### config.mk
export PLATFORM = sky130hd
export DESIGN_NAME = seg_mem_bridge
export DESIGN_NICKNAME = d
export VERILOG_FILES = /design/src/rtl/seg_bridge_pkg.sv /design/src/rtl/seg_bridge_lcl.sv /design/src/rtl/seg_bridge_tgt.sv /design/src/rtl/seg_bridge_bank_mux.sv /design/src/rtl/seg_mem_bridge.sv
export SDC_FILE = /design/constraint.sdc
export NUM_CORES = 1
export LEC_CHECK = 0
export BUFFER_PORTS_ARGS = -buffer_cell sky130_fd_sc_hd__clkbuf_2
export CORE_AREA = 4 4 143 145
export CTS_BUF_LIST = sky130_fd_sc_hd__clkbuf_4 sky130_fd_sc_hd__clkbuf_8 sky130_fd_sc_hd__clkbuf_16
export CTS_CLUSTER_DIAMETER = 120
export DETAILED_ROUTE_END_ITERATION = 16
export DIE_AREA = 0 0 147 149
export SLEW_MARGIN = 15
export SYNTH_ARGS = -nofsm -noshare
export SYNTH_HDL_FRONTEND = slang
export SYNTH_SLANG_ARGS = --single-unit
### constraint.sdc
create_clock -name clk -period 2.8 [get_ports clk]
set_clock_uncertainty 0.05 [all_clocks]
set_input_delay 0.7 -clock clk [delete_from_list [all_inputs] [get_ports clk]]
set_output_delay 0.7 -clock clk [all_outputs]
set_load 0.03 [all_outputs]
### src/rtl/seg_bridge_pkg.sv
package seg_bridge_pkg;

    typedef enum logic [1:0] {
        LIDLE   = 2'd0,
        LBANK   = 2'd1,
        LREMOTE = 2'd2
    } lcl_state_e;

    typedef enum logic {
        TIDLE  = 1'b0,
        TREPLY = 1'b1
    } tgt_state_e;

endpackage

### src/rtl/seg_bridge_lcl.sv
module seg_bridge_lcl
    import seg_bridge_pkg::*;
#(
    parameter int OFS_W   = 10,
    parameter int DATA_W  = 32,
    parameter int NODE_ID = 3
) (
    input  logic              clk,
    input  logic              rst_n,
    input  logic              req_valid,
    input  logic              req_write,
    input  logic [31:0]       req_addr,
    input  logic [DATA_W-1:0] req_wdata,
    output logic              done,
    output logic [DATA_W-1:0] rdata,
    output logic              bk_en,
    output logic              bk_we,
    output logic [OFS_W-1:0]  bk_addr,
    output logic [DATA_W-1:0] bk_wdata,
    input  logic [DATA_W-1:0] bk_rdata,
    output logic              out_valid,
    output logic              out_write,
    output logic [31:0]       out_addr,
    output logic [DATA_W-1:0] out_wdata,
    input  logic              rsp_valid,
    input  logic [DATA_W-1:0] rsp_data
);
    localparam int SEG_W = 32 - OFS_W;
    localparam logic [SEG_W-1:0] OWN_SEG = SEG_W'(NODE_ID);

    lcl_state_e state_q, state_d;
    logic       own_hit;

    assign own_hit = (req_addr[31:OFS_W] == OWN_SEG);

    always_ff @(posedge clk) begin
        if (!rst_n) state_q <= LIDLE;
        else        state_q <= state_d;
    end

    always_comb begin
        state_d = state_q;
        unique case (state_q)
            LIDLE:   if (req_valid) state_d = own_hit ? LBANK : LREMOTE;
            LBANK:   state_d = LIDLE;
            LREMOTE: if (rsp_valid) state_d = LIDLE;
            default: state_d = LIDLE;
        endcase
    end

    always_comb begin
        done      = 1'b0;
        rdata     = '0;
        bk_en     = 1'b0;
        bk_we     = 1'b0;
        bk_addr   = '0;
        bk_wdata  = '0;
        out_valid = 1'b0;
        out_write = 1'b0;
        out_addr  = '0;
        out_wdata = '0;
        unique case (state_q)
            LIDLE: begin
                if (req_valid && own_hit) begin
                    bk_en    = 1'b1;
                    bk_we    = req_write;
                    bk_addr  = req_addr[OFS_W-1:0];
                    bk_wdata = req_wdata;
                end
            end
            LBANK: begin
                done  = 1'b1;
                rdata = bk_rdata;
            end
            LREMOTE: begin
                out_valid = 1'b1;
                out_write = req_write;
                out_addr  = req_addr;
                out_wdata = req_wdata;
                if (rsp_valid) begin
                    done  = 1'b1;
                    rdata = rsp_data;
                end
            end
            default: ;
        endcase
    end


    done_pulse_chk: assert property (@(posedge clk) disable iff (!rst_n)
        done |=> !done);


    remote_hold_chk: assert property (@(posedge clk) disable iff (!rst_n)
        (out_valid && !rsp_valid) |=> (out_valid && $stable(out_addr)));


    remote_release_chk: assert property (@(posedge clk) disable iff (!rst_n)
        (out_valid && rsp_valid) |-> done);


    remote_drop_chk: assert property (@(posedge clk) disable iff (!rst_n)
        (out_valid && rsp_valid) |=> !out_valid);

endmodule

### src/rtl/seg_bridge_tgt.sv
module seg_bridge_tgt
    import seg_bridge_pkg::*;
#(
    parameter int OFS_W   = 10,
    parameter int DATA_W  = 32,
    parameter int NODE_ID = 3
) (
    input  logic              clk,
    input  logic              rst_n,
    input  logic              in_valid,
    input  logic              in_write,
    input  logic [31:0]       in_addr,
    input  logic [DATA_W-1:0] in_wdata,
    output logic              bk_en,
    output logic              bk_we,
    output logic [OFS_W-1:0]  bk_addr,
    output logic [DATA_W-1:0] bk_wdata,
    input  logic [DATA_W-1:0] bk_rdata,
    output logic              rsp_valid,
    output logic [DATA_W-1:0] rsp_data
);
    localparam int SEG_W = 32 - OFS_W;
    localparam logic [SEG_W-1:0] OWN_SEG = SEG_W'(NODE_ID);

    tgt_state_e state_q, state_d;
    logic       hit;
    logic       wr_q;

    assign hit = in_valid && (in_addr[31:OFS_W] == OWN_SEG);

    always_ff @(posedge clk) begin
        if (!rst_n) begin
            state_q <= TIDLE;
            wr_q    <= 1'b0;
        end else begin
            state_q <= state_d;
            if (state_q == TIDLE && hit) wr_q <= in_write;
        end
    end

    always_comb begin
        state_d = state_q;
        unique case (state_q)
            TIDLE:   if (hit) state_d = TREPLY;
            TREPLY:  state_d = TIDLE;
            default: state_d = TIDLE;
        endcase
    end

    always_comb begin
        bk_en     = 1'b0;
        bk_we     = 1'b0;
        bk_addr   = '0;
        bk_wdata  = '0;
        rsp_valid = 1'b0;
        rsp_data  = '0;
        unique case (state_q)
            TIDLE: begin
                if (hit) begin
                    bk_en    = 1'b1;
                    bk_we    = in_write;
                    bk_addr  = in_addr[OFS_W-1:0];
                    bk_wdata = in_wdata;
                end
            end
            TREPLY: begin
                rsp_valid = 1'b1;
                rsp_data  = wr_q ? '0 : bk_rdata;
            end
            default: ;
        endcase
    end


    tgt_reply_chk: assert property (@(posedge clk) disable iff (!rst_n)
        (bk_en && !rsp_valid) |=> rsp_valid);


    tgt_pulse_chk: assert property (@(posedge clk) disable iff (!rst_n)
        rsp_valid |=> !rsp_valid);

endmodule

### src/rtl/seg_bridge_bank_mux.sv
module seg_bridge_bank_mux #(
    parameter int OFS_W  = 10,
    parameter int DATA_W = 32
) (
    input  logic              clk,
    input  logic              rst_n,
    input  logic              l_en,
    input  logic              l_we,
    input  logic [OFS_W-1:0]  l_addr,
    input  logic [DATA_W-1:0] l_wdata,
    input  logic              t_en,
    input  logic              t_we,
    input  logic [OFS_W-1:0]  t_addr,
    input  logic [DATA_W-1:0] t_wdata,
    output logic              m_en,
    output logic              m_we,
    output logic [OFS_W-1:0]  m_addr,
    output logic [DATA_W-1:0] m_wdata
);
    always_comb begin
        m_en    = l_en | t_en;
        m_we    = t_en ? t_we    : l_we;
        m_addr  = t_en ? t_addr  : l_addr;
        m_wdata = t_en ? t_wdata : l_wdata;
    end


    bank_one_side_chk: assert property (@(posedge clk) disable iff (!rst_n)
        !(l_en && t_en));

endmodule

### src/rtl/seg_mem_bridge.sv
module seg_mem_bridge #(
    parameter int OFS_W   = 10,
    parameter int DATA_W  = 32,
    parameter int NODE_ID = 3
) (
    input  logic              clk,
    input  logic              rst_n,
    input  logic              lcl_valid,
    input  logic              lcl_write,
    input  logic [31:0]       lcl_addr,
    input  logic [DATA_W-1:0] lcl_wdata,
    output logic              lcl_done,
    output logic [DATA_W-1:0] lcl_rdata,
    output logic              bank_en,
    output logic              bank_we,
    output logic [OFS_W-1:0]  bank_addr,
    output logic [DATA_W-1:0] bank_wdata,
    input  logic [DATA_W-1:0] bank_rdata,
    output logic              bo_valid,
    output logic              bo_write,
    output logic [31:0]       bo_addr,
    output logic [DATA_W-1:0] bo_wdata,
    input  logic              bi_rsp_valid,
    input  logic [DATA_W-1:0] bi_rsp_data,
    input  logic              bi_valid,
    input  logic              bi_write,
    input  logic [31:0]       bi_addr,
    input  logic [DATA_W-1:0] bi_wdata,
    output logic              bo_rsp_valid,
    output logic [DATA_W-1:0] bo_rsp_data
);
    logic              l_en, l_we, t_en, t_we;
    logic [OFS_W-1:0]  l_addr, t_addr;
    logic [DATA_W-1:0] l_wdata, t_wdata;

    seg_bridge_lcl #(.OFS_W(OFS_W), .DATA_W(DATA_W), .NODE_ID(NODE_ID)) u_lcl (
        .clk(clk), .rst_n(rst_n),
        .req_valid(lcl_valid), .req_write(lcl_write),
        .req_addr(lcl_addr), .req_wdata(lcl_wdata),
        .done(lcl_done), .rdata(lcl_rdata),
        .bk_en(l_en), .bk_we(l_we), .bk_addr(l_addr), .bk_wdata(l_wdata),
        .bk_rdata(bank_rdata),
        .out_valid(bo_valid), .out_write(bo_write),
        .out_addr(bo_addr), .out_wdata(bo_wdata),
        .rsp_valid(bi_rsp_valid), .rsp_data(bi_rsp_data)
    );

    seg_bridge_tgt #(.OFS_W(OFS_W), .DATA_W(DATA_W), .NODE_ID(NODE_ID)) u_tgt (
        .clk(clk), .rst_n(rst_n),
        .in_valid(bi_valid), .in_write(bi_write),
        .in_addr(bi_addr), .in_wdata(bi_wdata),
        .bk_en(t_en), .bk_we(t_we), .bk_addr(t_addr), .bk_wdata(t_wdata),
        .bk_rdata(bank_rdata),
        .rsp_valid(bo_rsp_valid), .rsp_data(bo_rsp_data)
    );

    seg_bridge_bank_mux #(.OFS_W(OFS_W), .DATA_W(DATA_W)) u_mux (
        .clk(clk), .rst_n(rst_n),
        .l_en(l_en), .l_we(l_we), .l_addr(l_addr), .l_wdata(l_wdata),
        .t_en(t_en), .t_we(t_we), .t_addr(t_addr), .t_wdata(t_wdata),
        .m_en(bank_en), .m_we(bank_we), .m_addr(bank_addr), .m_wdata(bank_wdata)
    );


    bus_req_quiet_chk: assert property (@(posedge clk) disable iff (!rst_n)
        !bo_valid |-> (bo_addr == '0 && bo_wdata == '0 && !bo_write));


    bus_rsp_quiet_chk: assert property (@(posedge clk) disable iff (!rst_n)
        !bo_rsp_valid |-> (bo_rsp_data == '0));


    own_write_local_chk: assert property (@(posedge clk) disable iff (!rst_n)
        (lcl_valid && lcl_write && bank_en && bank_we && !bo_rsp_valid && !bi_valid) |-> !bo_valid);

endmodule

; Word-level counts from Yosys, hierarchy flattened
; Index checks and enable logic that the tools add are counted.
[totals]
register_bits = 4
[classes]
n_eq_ne = 6
mux = 35
bitwise = 2
reduce_logical = 5
[ops]
columns = op, n
row1 = 2-to-1 mux 32 bit, 10
row2 = one-hot mux 32 bit (2 select lines), 1
row3 = 2-to-1 mux 10 bit, 5
row4 = equality test 22 x 2 -> 1 bit (second input constant), 2
row5 = 2-to-1 mux 1 bit, 13
row6 = 2-to-1 mux 2 bit, 3
row7 = != test 2 bit (second input constant), 2
row8 = one-hot mux 1 bit (2 select lines), 2
row9 = one-hot mux 2 bit (2 select lines), 1
row10 = logical AND 1 bit, 3
row11 = equality test 2 x 1 -> 1 bit (second input constant), 1
row12 = equality test 2 bit (second input constant), 1
row13 = logical NOT 2 bit, 1
row14 = AND reduction 2 bit, 1
row15 = NOT 1 bit, 1
row16 = OR 1 bit, 1

; Logic depth before layout (Yosys ltp)
[depth]
word_depth = 5
depth_mapped = 7

; Hierarchy
; From an unflattened synthesis, not the netlist that was laid out.
[hier_totals]
hier_cells = 372
hier_area_um2 = 2934.1
[modules_own_cells]
columns = module, instances, cells_per_inst, area_each_um2, seq_area_each_um2
row1 = seg_bridge_lcl, 1, 225, 1519.0, 40.0
row2 = seg_bridge_bank_mux, 1, 49, 728.2, 0.0
row3 = seg_bridge_tgt, 1, 98, 686.9, 40.0

; Worst setup path before layout
; No wires, ideal clock.
[synth_path]
path_type = input to output
from = input port bi_addr[28]
to = output port bank_en
t_arrival_ns = 2.242
required_ns = 2.050
slack_ns = -0.192
path_stages = 4
path_cell_list = nor4b_1 nand4_2 clkbuf_1 o21ai_0
[synth_via]
elab_chain_cells = 5
[synth_rtl]
columns = item, line
row1 = from (decl), seg_mem_bridge.sv:27  ; input logic [31:0] bi_addr,
row2 = equality test 22 x 2 -> 1 bit, seg_bridge_tgt.sv:29  ; assign hit = in_valid && (in_addr[31:OFS_W] == OWN_SEG);
row3 = logical AND 1 bit, seg_bridge_tgt.sv:29
row4 = 2-to-1 mux 1 bit, seg_bridge_tgt.sv:59  ; if (hit) begin
row5 = 2-to-1 mux 1 bit, seg_bridge_tgt.sv:57  ; unique case (state_q)
row6 = OR 1 bit, seg_bridge_bank_mux.sv:21  ; m_en = l_en | t_en;
row7 = to (decl), seg_mem_bridge.sv:14  ; output logic bank_en,
; No other way between the ends.

; Worst setup path after layout
[layout_path]
from = input port lcl_addr[30]
to = output port bank_addr[0]
[layout_via]
elab_chain_cells = 5
[layout_rtl]
columns = item, line
row1 = from (decl), seg_mem_bridge.sv:10  ; input logic [31:0] lcl_addr,
row2 = equality test 22 x 2 -> 1 bit, seg_bridge_lcl.sv:34  ; assign own_hit = (req_addr[31:OFS_W] == OWN_SEG);
row3 = logical AND 1 bit, seg_bridge_lcl.sv:64  ; if (req_valid && own_hit) begin
row4 = 2-to-1 mux 10 bit, seg_bridge_lcl.sv:64
row5 = 2-to-1 mux 10 bit, seg_bridge_lcl.sv:62  ; unique case (state_q)
row6 = 2-to-1 mux 10 bit, seg_bridge_bank_mux.sv:23  ; m_addr = t_en ? t_addr : l_addr;
row7 = to (decl), seg_mem_bridge.sv:16  ; output logic [OFS_W-1:0] bank_addr,
; No other way between the ends.

==> results_dict.tcl <==
set metrics [dict create \
    nets 902 \
    rsz0062_at_grt "true" \
    violations "setup timing" \
    hpwlAfterDp_um 11710 \
    switching_share_pct 42.33 \
    portBuffers 374 \
    multi_input_area_um2 2135 \
    track_usage_pct 11.26 \
    yosysWarnings 0 \
    finalCritPeriodShare_pct 109.8 \
    tightest_slew_ps 369.4 \
    first_global_vias 3840 \
    insertion_delay_ps 220 \
    async_flop_share_pct 0 \
    slew_viol_final 0 \
    regToRegEndpoint "u_tgt.wr_q" \
    die_h_um 149 \
    dp_cells 958 \
    ant_nets 0 \
    rrSetupSlack_ps 940 \
    cts-htree-levels 1 \
    timing.final.ws_setup_ps -273.1 \
    dieArea_um2 21900 \
    synth_common_cells "and2_1 (99), o21ai_0 (45), o2bb2ai_1 (43)" \
    std_cell_rows 51 \
    yosysSeqAreaShare_pct 3.661 \
    synth_compound_area_share_pct 39.76 \
    seq_power_share_pct 7.8 \
    n_fill_cell 2113 \
    clkPwrFrac_pct 28.7 \
    core-area_um2 19210 \
    synth_fa_ha_area_share_pct 1.716 \
    synth_xor_xnor_area_share_pct 0 \
    cp-start-kind "input port" \
    clk_pin_slew_ps 30 \
    seqCellArea_um2 80.08 \
    worstHoldPathType "register to register" \
    status "finished, violations left" \
    gp_congestion 0.8440 \
    post_drt_wl_per_cell_um 14.69 \
    clock.fmax_mhz 325.4 \
    finalSetupViolCount 44 \
    p_int_uw 441.9 \
    drc 0 \
    max_cap_violations 0 \
    max-vdd-ir-drop_mv 0.1455 \
    clkSinkCount 4 \
    power_uw 766.3 \
    avgSynthCellArea_um2 6.588 \
    dr_total_vias 3921 \
    antenna_found_initial 0 \
    combPwrFrac_pct 63.5 \
    reg2reg_depth 7 \
    layout-drive-gt1-share_pct 62.89 \
    critPathArrivalTime_ps 2320 \
    ys_types 27 \
    area_delta_synth_final_pct 125.1 \
    crit_fanout 44 \
    synthSimpleGateAreaFrac_pct 45.08 \
    cts_made_buffers 3 \
    fp.dieW_um 147 \
    synth_nets 534 \
    setup.worst_path.end_class "output port" \
    cts-root-buf "clkbuf_16" \
    power_per_cell_area_nw_per_um2 155.7 \
    cts_tree "done" \
    criticalPathCategory "input port to output port" \
    synth_edf_count 0 \
    syn_inst 332 \
    hold_viol_final 0 \
    holdBufCountCts 0 \
    synth_top_area_share_pct 28.32 \
    overflow 0 \
    worstHoldPathCells 2 \
    ioPinCount 375 \
    yosysTopAreaCell "and2_1" \
    critPathLaunch "lcl_addr[30]" \
    stdcell_count 963 \
    crit_path_end "bank_addr[0]" \
    p_sw_uw 324.4 \
    synth-seq-cells 4 \
    viasPerCell 4.072 \
    worstReg2RegStart "u_tgt.state_q" \
    cp_data_required_time_ps 2050 \
    clockBufferDepth 2 \
    slew_headroom_pct 75.37 \
    drtPass1Iterations 4 \
    leakagePower_nw 2.486 \
    synth_ff_type "dfxtp_1" \
    synth.most_common_cell "and2_1" \
    drtIter0Drc 237 \
    finalWirelength_um 14140 \
    diodes 0 \
    synth_top_family_by_area "simple AND/OR/NAND/NOR gates" \
    grt_first_pass_wirelength_um 20330 \
    synthMuxAreaShare_pct 0.4577 \
    synthTopCellsByArea "and2_1 (28%), o2bb2ai_1 (17%), a22oi_1 (11%)" \
    grt_max_degree 45 \
    start_util_pct 11.39 \
    syn-cell-area_um2 2187 \
    period_needed_ps 3073 \
]
==> layout by cell type, fill, tap and decap left out, types with 2 or more instances in the layout <==
cell type | Yosys | routed
nor4_1 | 7 | 4
o21a_1 | 2 | 2
and2_1 | 99 | 99
o2bb2ai_2 | 0 | 25
clkbuf_16 | 0 | 3
nor3_1 | 2 | 2
a22oi_1 | 32 | 32
ha_1 | 3 | 2
o21ai_0 | 45 | 42
buf_6 | 5 | 12
nand4_1 | 2 | 2
buf_4 | 1 | 54
nor4b_2 | 0 | 2
dfxtp_1 | 4 | 4
inv_1 | 4 | 4
nor4_4 | 0 | 2
o21ai_1 | 0 | 3
buf_12 | 0 | 4
o2bb2ai_1 | 43 | 17
nor2_1 | 2 | 2
clkbuf_2 | 0 | 330
nor2b_1 | 33 | 33
nand2_1 | 5 | 5
==> worst min path at each step <==
| stage | start | end | slack, ps |
|---|---|---|---|
| final | u_tgt.wr_q | u_tgt.wr_q | 410 |
| after global routing | u_tgt.wr_q | u_tgt.wr_q | 450 |
| after CTS | u_tgt.wr_q | u_tgt.wr_q | 420 |
| after detailed placement | u_tgt.wr_q | u_tgt.wr_q | 410 |
| after global placement | u_tgt.wr_q | u_tgt.wr_q | 410 |
| after floorplan | u_tgt.wr_q | u_tgt.wr_q | 390 |
==> per-stage QoR <==
stage               hold WS [ps]  TNS, ps  util (%)  area [um^2]  worst slack, ps
finish                     413.1    -9785     25.63         4922           -273.1
global route               453.5   -14610     25.63         4922           -389.2
CTS                        417.3    -8870     24.53         4712           -227.2
detailed placement         409.2   -14710     23.13         4442           -440.1
global placement           406.5   -13370     23.13         4442           -393.0
floorplan                  385.1    -7062         -         2187           -175.8
==> flip-flops by register name, summed over array words and instances, names as in the netlist <==
register	cells
u_lcl.state_q	2
u_tgt.state_q	1
u_tgt.wr_q	1
==> layer usage <==
layer	wire [um]	up-vias	track usage, %
li1	-	1929	-
met1	5138	1755	13.21
met2	7588	219	21.73
met3	1253	18	2.370
met4	163	0	1.118
met5	0	-	0
==> power groups by stage <==
stage | clock [mW] | combinational [mW] | sequential (mW)
finish | 0.220 | 0.487 | 0.0596
global route | 0.228 | 0.529 | 0.0598
CTS | 0.224 | 0.480 | 0.0597
detailed placement | 0 | 0.471 | 0.0604
global placement | 0 | 0.469 | 0.0604
floorplan | 0 | 0.228 | 0.0601
==> cell type report <==
cell class	instances	share of cell area, %
clock buffer	3	1.525
inverter	4	0.3050
multi-input combinational	286	43.37
sequential	4	1.627
tap	265	6.736
timing repair buffer	401	46.44
==> critical path, cell delays in order <==
cell       delay [ps]
clkbuf_2          110
nor4_4            290
nand4_1           190
or3_4             420
buf_12            190
o2bb2ai_1         180
buf_4             180
==> timing repair <==
action | 4_1_cts | 5_1_grt
pin swaps | 2 | 2
buffers inserted | 2 | 0
gates resized for setup | 56 | 81
endpoints found under the setup margin | 44 | 44
==> kinds of logic (layout without fill, tap and decap cells) <==
| family | after synthesis | count (layout) |
|---|---|---|
| AOI/OAI and AO/OA | 124 | 124 |
| and+or+nand+nor | 158 | 158 |
| buffers and inverters | 42 | 408 |
| muxes | 1 | 1 |
| DFF | 4 | 4 |
| adders and majority gates | 3 | 3 |
No activity file was read; power rests on OpenSTA's default activity.
